**src/rtl/code_lock_pkg.sv**
```systemverilog
// Package: shared constants for the code memory lock guard.
// Assumes an 8-bit data path and a 16-bit code address space.
package code_lock_pkg;
    localparam int CL_ADDR_W    = 16;
    localparam int CL_DATA_W    = 8;
    localparam int CL_NUM_LOCK  = 3;
    localparam int CL_INT_BYTES = 4096;
    localparam int CL_LVL_W     = $clog2(CL_NUM_LOCK + 1);
endpackage

```
**src/rtl/code_lock_level.sv**
```systemverilog
// Module: code_lock_level
// Turns the lock bits into a protection level: the number of consecutive
// programmed bits starting at bit 0. Assumes 1 = programmed. Purely combinational.
module code_lock_level #(
    parameter int NUM_LOCK = 3,
    parameter int LVL_W    = $clog2(NUM_LOCK + 1)
) (
    input  logic [NUM_LOCK-1:0] lock_bits,
    output logic [LVL_W-1:0]    level
);
    logic [NUM_LOCK-1:0] chain;

    // Build the prefix-AND chain so a bit counts only if all earlier bits do.
    genvar g;
    generate
        for (g = 0; g < NUM_LOCK; g++) begin : g_chain
            if (g == 0) begin : g_first
                assign chain[g] = lock_bits[g];
            end else begin : g_rest
                assign chain[g] = chain[g-1] & lock_bits[g];
            end
        end
    endgenerate

    // Count the surviving links of the chain.
    always_comb begin
        level = '0;
        for (int i = 0; i < NUM_LOCK; i++) begin
            level = level + LVL_W'(chain[i]);
        end
    end
endmodule

```
**src/rtl/code_lock_strap.sv**
```systemverilog
// Module: code_lock_strap
// Captures the strap pin on every clock edge while reset is held, and holds
// it once reset is released. Picks the live pin or the captured value as the
// effective strap, and flags a disagreement. Before the first reset the
// captured value is undefined.
module code_lock_strap (
    input  logic clk,
    input  logic rst_n,
    input  logic strap_pin,
    input  logic locked,
    output logic strap_latched,
    output logic strap_eff,
    output logic mismatch
);
    // Sample the pin during reset only.
    always_ff @(posedge clk) begin
        if (!rst_n) begin
            strap_latched <= strap_pin;
        end
    end

    // Choose the strap source and compare it with the pin.
    always_comb begin
        strap_eff = locked ? strap_latched : strap_pin;
        mismatch  = locked && (strap_latched != strap_pin);
    end
endmodule

```
**src/rtl/code_lock_gate.sv**
```systemverilog
// Module: code_lock_gate
// Decides grants and routing for each request from the level and the
// effective strap, and registers the results. Assumes internal code space
// starts at address 0 and spans INT_BYTES.
module code_lock_gate #(
    parameter int ADDR_W    = 16,
    parameter int DATA_W    = 8,
    parameter int NUM_LOCK  = 3,
    parameter int LVL_W     = $clog2(NUM_LOCK + 1),
    parameter int INT_BYTES = 4096,
    parameter int VFY_LEVEL = 2
) (
    input  logic              clk,
    input  logic              rst_n,
    input  logic [LVL_W-1:0]  level,
    input  logic              strap_eff,
    input  logic              fetch_req,
    input  logic [ADDR_W-1:0] fetch_addr,
    input  logic              tbl_req,
    input  logic [ADDR_W-1:0] tbl_addr,
    input  logic              tbl_from_ext,
    input  logic [DATA_W-1:0] tbl_rdata_int,
    input  logic              prog_req,
    input  logic              verify_req,
    output logic              fetch_grant,
    output logic              fetch_ext,
    output logic              tbl_grant,
    output logic [DATA_W-1:0] tbl_data,
    output logic              prog_grant,
    output logic              verify_grant
);
    localparam logic [ADDR_W:0]  INT_LIMIT = INT_BYTES[ADDR_W:0];
    localparam logic [LVL_W-1:0] LVL_EXT   = LVL_W'(NUM_LOCK);
    localparam logic [LVL_W-1:0] LVL_VFY   = LVL_W'(VFY_LEVEL);

    logic              f_ext_d, f_ok_d, t_int_d, t_ok_d, p_ok_d, v_ok_d;
    logic [DATA_W-1:0] t_data_d;
    logic              any_lock;

    // Compute next-cycle grants and routing.
    always_comb begin
        any_lock = (level != '0);
        f_ext_d  = !strap_eff || ({1'b0, fetch_addr} >= INT_LIMIT);
        f_ok_d   = fetch_req && !(f_ext_d && (level == LVL_EXT));
        t_int_d  = strap_eff && ({1'b0, tbl_addr} < INT_LIMIT);
        t_ok_d   = tbl_req && !(any_lock && tbl_from_ext && t_int_d);
        t_data_d = (t_ok_d && t_int_d) ? tbl_rdata_int : '0;
        p_ok_d   = prog_req && !any_lock;
        v_ok_d   = verify_req && (level < LVL_VFY);
    end

    // Register all results; clear them in reset.
    always_ff @(posedge clk) begin
        if (!rst_n) begin
            fetch_grant  <= 1'b0;
            fetch_ext    <= 1'b0;
            tbl_grant    <= 1'b0;
            tbl_data     <= '0;
            prog_grant   <= 1'b0;
            verify_grant <= 1'b0;
        end else begin
            fetch_grant  <= f_ok_d;
            fetch_ext    <= f_ext_d;
            tbl_grant    <= t_ok_d;
            tbl_data     <= t_data_d;
            prog_grant   <= p_ok_d;
            verify_grant <= v_ok_d;
        end
    end
endmodule

```
**src/rtl/code_lock_guard.sv**
```systemverilog
// Module: code_lock_guard (top)
// Access guard for code memory: derives the protection level, manages the
// strap capture, and grants or refuses fetch, table-read, program and verify
// requests. Assumes lock bits are stable while the core runs.
module code_lock_guard
    import code_lock_pkg::*;
#(
    parameter int ADDR_W    = CL_ADDR_W,
    parameter int DATA_W    = CL_DATA_W,
    parameter int NUM_LOCK  = CL_NUM_LOCK,
    parameter int INT_BYTES = CL_INT_BYTES,
    parameter int LVL_W     = $clog2(NUM_LOCK + 1)
) (
    input  logic                clk,
    input  logic                rst_n,
    input  logic [NUM_LOCK-1:0] lock_bits,
    input  logic                strap_pin,
    input  logic                fetch_req,
    input  logic [ADDR_W-1:0]   fetch_addr,
    input  logic                tbl_req,
    input  logic [ADDR_W-1:0]   tbl_addr,
    input  logic                tbl_from_ext,
    input  logic [DATA_W-1:0]   tbl_rdata_int,
    input  logic                prog_req,
    input  logic                verify_req,
    output logic                fetch_grant,
    output logic                fetch_ext,
    output logic                tbl_grant,
    output logic [DATA_W-1:0]   tbl_data,
    output logic                prog_grant,
    output logic                verify_grant,
    output logic                strap_latched,
    output logic                strap_mismatch,
    output logic [LVL_W-1:0]    prot_level
);
    logic strap_eff;

    code_lock_level #(.NUM_LOCK(NUM_LOCK), .LVL_W(LVL_W)) i_level (
        .lock_bits (lock_bits),
        .level     (prot_level)
    );

    code_lock_strap i_strap (
        .clk           (clk),
        .rst_n         (rst_n),
        .strap_pin     (strap_pin),
        .locked        (prot_level != '0),
        .strap_latched (strap_latched),
        .strap_eff     (strap_eff),
        .mismatch      (strap_mismatch)
    );

    code_lock_gate #(
        .ADDR_W(ADDR_W), .DATA_W(DATA_W), .NUM_LOCK(NUM_LOCK),
        .LVL_W(LVL_W), .INT_BYTES(INT_BYTES), .VFY_LEVEL(2)
    ) i_gate (
        .clk           (clk),
        .rst_n         (rst_n),
        .level         (prot_level),
        .strap_eff     (strap_eff),
        .fetch_req     (fetch_req),
        .fetch_addr    (fetch_addr),
        .tbl_req       (tbl_req),
        .tbl_addr      (tbl_addr),
        .tbl_from_ext  (tbl_from_ext),
        .tbl_rdata_int (tbl_rdata_int),
        .prog_req      (prog_req),
        .verify_req    (verify_req),
        .fetch_grant   (fetch_grant),
        .fetch_ext     (fetch_ext),
        .tbl_grant     (tbl_grant),
        .tbl_data      (tbl_data),
        .prog_grant    (prog_grant),
        .verify_grant  (verify_grant)
    );
endmodule

```
**config.mk**
```make
export PLATFORM = sky130hd
export DESIGN_NAME = code_lock_guard
export DESIGN_NICKNAME = d
export VERILOG_FILES = /design/src/rtl/code_lock_pkg.sv /design/src/rtl/code_lock_level.sv /design/src/rtl/code_lock_strap.sv /design/src/rtl/code_lock_gate.sv /design/src/rtl/code_lock_guard.sv
export SDC_FILE = /design/constraint.sdc
export NUM_CORES = 1
export LEC_CHECK = 0
export BUFFER_PORTS_ARGS = -buffer_cell sky130_fd_sc_hd__buf_2
export CAP_MARGIN = 20
export CORE_ASPECT_RATIO = 1.2
export CORE_MARGIN = 5
export CORE_UTILIZATION = 30
export CTS_CLUSTER_SIZE = 40
export DETAILED_ROUTE_END_ITERATION = 12
export MAX_ROUTING_LAYER = met4
export PLACE_DENSITY = 0.8
export SLEW_MARGIN = 30
export SYNTH_ARGS = -nofsm -noshare
export SYNTH_HDL_FRONTEND = slang
export SYNTH_SLANG_ARGS = --single-unit
```
**constraint.sdc**
```tcl
create_clock -name clk -period 2 [get_ports clk]
set_input_delay 0.1 -clock clk [delete_from_list [all_inputs] [get_ports clk]]
set_output_delay 0.1 -clock clk [all_outputs]
set_load 0.02 [all_outputs]
```
After elaboration in Yosys (flattened, before gate mapping)
Index checks and enable logic that the tools add are counted.
{ "op_classes": {"shift": 0, "bitwise_logic": 2, "n_reduce_logical": 17, "div": 0, "multipliers": 0, "order_cmp": 3, "add_sub_neg": 2, "n_eq_ne": 2, "n_mux": 1} }
{ "op_table": {"columns": ["op", "n"], "rows": [
  ["16-bit by 13-bit greater-or-equal comparator with 1-bit output (second input constant)", 1],
  ["16-bit by 13-bit < comparator with 1-bit output (second input constant)", 1],
  ["1-bit logical AND", 10],
  ["1-bit zero test", 4],
  ["1-bit by 1-bit adder with 2-bit output", 1],
  ["2-bit by 1-bit adder with 2-bit output", 1],
  ["1-bit AND", 2],
  ["2-bit == test (second input constant)", 1],
  ["2-bit < comparator (second input constant)", 1],
  ["2-bit AND reduction", 1],
  ["2-bit nonzero test", 1],
  ["1-bit logical OR", 1],
  ["1-bit two-way mux", 1],
  ["1-bit inequality test", 1]
]} }
{ "totals": {"mem_bits_ro": 0, "latchBits": 0, "ram_bits": 0, "in_bits": 51, "mem_count": 0, "regBits": 14, "out_inout_bits": 17, "elab_cells": 34} }

Logic depth before layout (Yosys ltp)
{ "logic_depth": {"depth_word": 11, "depth_mapped": 3, "depth_no_buf": 3} }

Hierarchy
Synthesis repeated with hierarchy kept, for this count alone.
{ "hier_totals": {"hier_cells": 54, "area_unflattened_um2": 554.3} }
{ "by_module_without_submodules": {"columns": ["mod", "instances", "cells_per_inst", "area_each_um2", "seq_area_each_um2"], "rows": [
  ["code_lock_gate", 1, 45, 470.5, 260.2],
  ["code_lock_strap", 1, 5, 60.1, 30.0],
  ["code_lock_level", 1, 3, 17.5, 0.0],
  ["code_lock_guard", 1, 1, 6.3, 0.0]
]} }

Worst setup path after synthesis
OpenSTA, ideal clock, no wires.
{ "synth_timing": {"path_type": "flip-flop to flip-flop", "from": "register i_strap.strap_latched", "to": "register i_gate.tbl_data[0]", "path_stages_with_launch": 4, "arrival_ns": 1.184, "required_time_ns": 1.885, "slack_ns": 0.701, "path_cell_list": "edfxtp_1 -> mux2_2 -> and4bb_4 -> and2_1"} }
{ "synth_between": {"elab_chain_len": 7} }
{ "synth_lines": {"columns": ["element", "line_no", "rtl"], "rows": [
  ["start, declared", "code_lock_strap.sv:11", "output logic strap_latched,"],
  ["start signal, assigned", "code_lock_strap.sv:18", "strap_latched <= strap_pin;"],
  ["1-bit two-way mux (*)", "code_lock_strap.sv:24", "strap_eff = locked ? strap_latched : strap_pin;"],
  ["1-bit logical AND (*)", "code_lock_gate.sv:45", "t_int_d = strap_eff && ({1'b0, tbl_addr} < INT_LIMIT);"],
  ["1-bit logical AND", "code_lock_gate.sv:46", "t_ok_d = tbl_req && !(any_lock && tbl_from_ext && t_int_d);"],
  ["1-bit zero test", "code_lock_gate.sv:46", null],
  ["1-bit logical AND", "code_lock_gate.sv:46", null],
  ["1-bit logical AND (*)", "code_lock_gate.sv:47", "t_data_d = (t_ok_d && t_int_d) ? tbl_rdata_int : '0;"],
  ["2-bit AND reduction (no line) (*)", null, null],
  ["end signal, assigned", "code_lock_gate.sv:65", "tbl_data <= t_data_d;"],
  ["end, declared", "code_lock_gate.sv:28", "output logic [DATA_W-1:0] tbl_data,"]
]} }
Every way passes the cells marked *; elsewhere a longest branch is shown, timed or not.
A chain may end at the register's enable or synchronous reset.

Final worst setup path
{ "layout_timing": {"from": "register i_strap.strap_latched", "to": "output strap_mismatch"} }
{ "layout_between": {"elab_chain_len": 2} }
{ "layout_lines": {"columns": ["element", "line_no", "rtl"], "rows": [
  ["1-bit inequality test", "code_lock_strap.sv:25", "mismatch = locked && (strap_latched != strap_pin);"],
  ["1-bit logical AND", "code_lock_strap.sv:25", null],
  ["end, declared", "code_lock_guard.sv:33", "output logic strap_mismatch,"]
]} }
No other way between the ends.

==> qor.csv <==
metric,value,unit
syn_nets,96,
cp-startpoint,i_strap.strap_latched,
portBuffers,43,
crit_arrival,1.17,ns
cts_tree,done,
crit_type,reg -> out,
yosysSeqAreaShare,61.1,%
p_per_area,711,nW/µm²
cts_buffers,3,
synth-seq-cells,14,
final.setup.tns,0,ns
htreeDepth,1,
start_kind,register,
drt_iter0_drc,1,
cpPeakStageDelay,0.44,ns
tightestPinTransition,0.341,ns
synth_top_area_cell,dfxtp_1,
path_cells,"xor2_1, and2_1, buf_2",
grt_usage,10.4,%
grt_pass1_vias,475,
relSlewSlack,77.1,%
cts_buffer_depth,2,
synthArstFlopShare,0,%
yosysTopAreaCellShare,54.7,%
crit_family,flip-flops,
whs_path_depth,2,
r2r_setup_slack,0.74,ns
synth_cells,45,
ctsHoldBuffers,0,
die_h,53.6,µm
cts.repair.resized,0,
crit_path_end,strap_mismatch,
maxCapViolCount,0,
wirelength,1190,µm
layout-drive-gt1-share,53.3,%
rsz0062_at_grt,false,
synthFlopType,dfxtp_1,
outcome,"complete, no violations",
drt_pass1_iterations,2,
ys_types,15,
ios,68,
initial_core_util,32.5,%
postRouteAntennaNets,0,
core,1460,µm²
cts.clk_slew.worst_paths,0.08,ns
clock_insertion_delay_worst_skew,0.27,ns
clockRootBuffer,clkbuf_4,
fp.dieArea,2480,µm²
wl_per_cell,10.9,µm
r2r-start,i_strap.strap_latched,
cp_slowest_cell,edfxtp_1,
pwr-share-clk,30.8,%
die_w,46.3,µm
overflow,0,
antenna_cells,0,
worstHoldStart,tbl_rdata_int[1],
yosysWarnings,0,
drc,0,
hold-worst-slack,0.0191,ns
routabilityCongestion,0.735,
r2r_cells,3,
power_leakage,0.401,nW
vias,476,
swShare,23.6,%
synth_most_common_cell,dfxtp_1,
cts_sinks,14,
avgSynthCellArea,10.6,µm²
synth_commonest_cells,"dfxtp_1, and2_1, nand2_1",
internal_power,401,µW
ir_worst_vdd,0.367,mV
slew_violations,0,
period_share,63.6,%
finalCriticalPeriod,1.27,ns
hp-class,in -> reg,
grt_pass1_wl,1830,µm
synth_edf_count,1,
fmax,786,MHz
finalHoldViolCount,0,
switching_power,124,µW
num_rows,15,
setup_violations,0,
p_seq_share,55.7,%
grt_max_degree,9,
required,1.90,ns
crit_buf_inv,1,
crit_path_max_fanout,4,
fin_skew,0.00681,ns
synth.top_cells.by_area,"dfxtp_1, and2_1, edfxtp_1",
syn_to_final_growth,55.3,%
pwr-share-comb,13.6,%
nets,144,
fillers,162,
crit_cells,3,
post_cts_buffers,0,
r2r-end,i_gate.tbl_data[0],
end_kind,output pin,
syn-cell-area,475,µm²
viasPerCell,4.37,
antenna_found_initial,0,
metrics by stage:
step | setup slack (ns) | power (mW) | util [%] | cell area, µm² | cells
final | 0.727 | 0.525 | 50.4 | 738 | 109
after global routing | 0.668 | 0.551 | 50.4 | 738 | 109
after global placement | 0.735 | 0.369 | 48.6 | 712 | 105
after CTS | 0.710 | 0.533 | 50.4 | 738 | 109
after floorplan | 0.701 | 0.330 | - | 475 | 45
after detailed placement | 0.718 | 0.371 | 48.6 | 712 | 105
area by class of cell:
type                            instances  area [µm²]  area share, %
Tap cell                               17        21.3           2.88
Sequential cell                        14         290           39.3
Inverter                                2        7.51           1.02
Timing Repair Buffer                   43         215           29.2
Multi-Input combinational cell         29         178           24.1
Clock buffer                            4        26.3           3.56
power groups by stage:
stage / Clock (mW) / Combinational, mW / Sequential, mW
floorplan: 0 / 0.0214 / 0.309
global placement: 0 / 0.0707 / 0.299
detailed placement: 0 / 0.0723 / 0.299
CTS: 0.168 / 0.0725 / 0.293
global route: 0.179 / 0.0788 / 0.293
finish: 0.161 / 0.0713 / 0.292
worst min-delay path by stage:
stage	end	slack, ns
2_1_floorplan	i_gate.prog_grant	0.17
3_3_place_gp	i_gate.tbl_data[2]	0.30
3_5_place_dp	i_gate.tbl_data[1]	0.30
4_1_cts	i_gate.tbl_data[1]	0.01
5_1_grt	i_gate.tbl_data[1]	0.009
6_report	i_gate.tbl_data[1]	0.02
placed cells by master, fill, tap and decap left out:
| cell | count |
|---|---|
| nand3_1 | 1 |
| a31oi_1 | 1 |
| xor2_1 | 1 |
| buf_2 | 43 |
| nor4_1 | 1 |
| a21boi_0 | 1 |
| and2_1 | 10 |
| inv_1 | 2 |
| and4bb_4 | 1 |
| nor2_1 | 4 |
| dfxtp_1 | 13 |
| edfxtp_1 | 1 |
| or4_4 | 1 |
| clkbuf_4 | 3 |
| nand2_1 | 6 |
| clkbuf_1 | 1 |
| mux2_2 | 1 |
| a21oi_1 | 1 |
kinds of logic (layout without fill, tap and decap cells):
kind of cell,Yosys count,count (layout),share of synthesized area (%)
AOI/OAI and AO/OA,3,3,3.95
and+or+nand+nor,24,24,29.2
buffers and inverters,2,49,1.58
xor gates and xnor gates,1,1,1.84
muxes,1,1,2.37
DFF,14,14,61.1
layer usage:
layer	vias up	global-route usage [%]	share of wire [%]	wire length, µm
met3	0	2.34	14	167
li1	242	-	-	-
met2	31	16.3	46	545
met1	203	12.8	40	480
met5	-	-	0	0
met4	0	4.27	0	0
flip-flops by register name, summed over array words and instances (netlist names):
signal                 cells
i_gate.fetch_ext           1
i_gate.fetch_grant         1
i_gate.prog_grant          1
i_gate.tbl_data            8
i_gate.tbl_grant           1
i_gate.verify_grant        1
i_strap.strap_latched      1
Note: power is estimated with default switching activity, not from simulation.
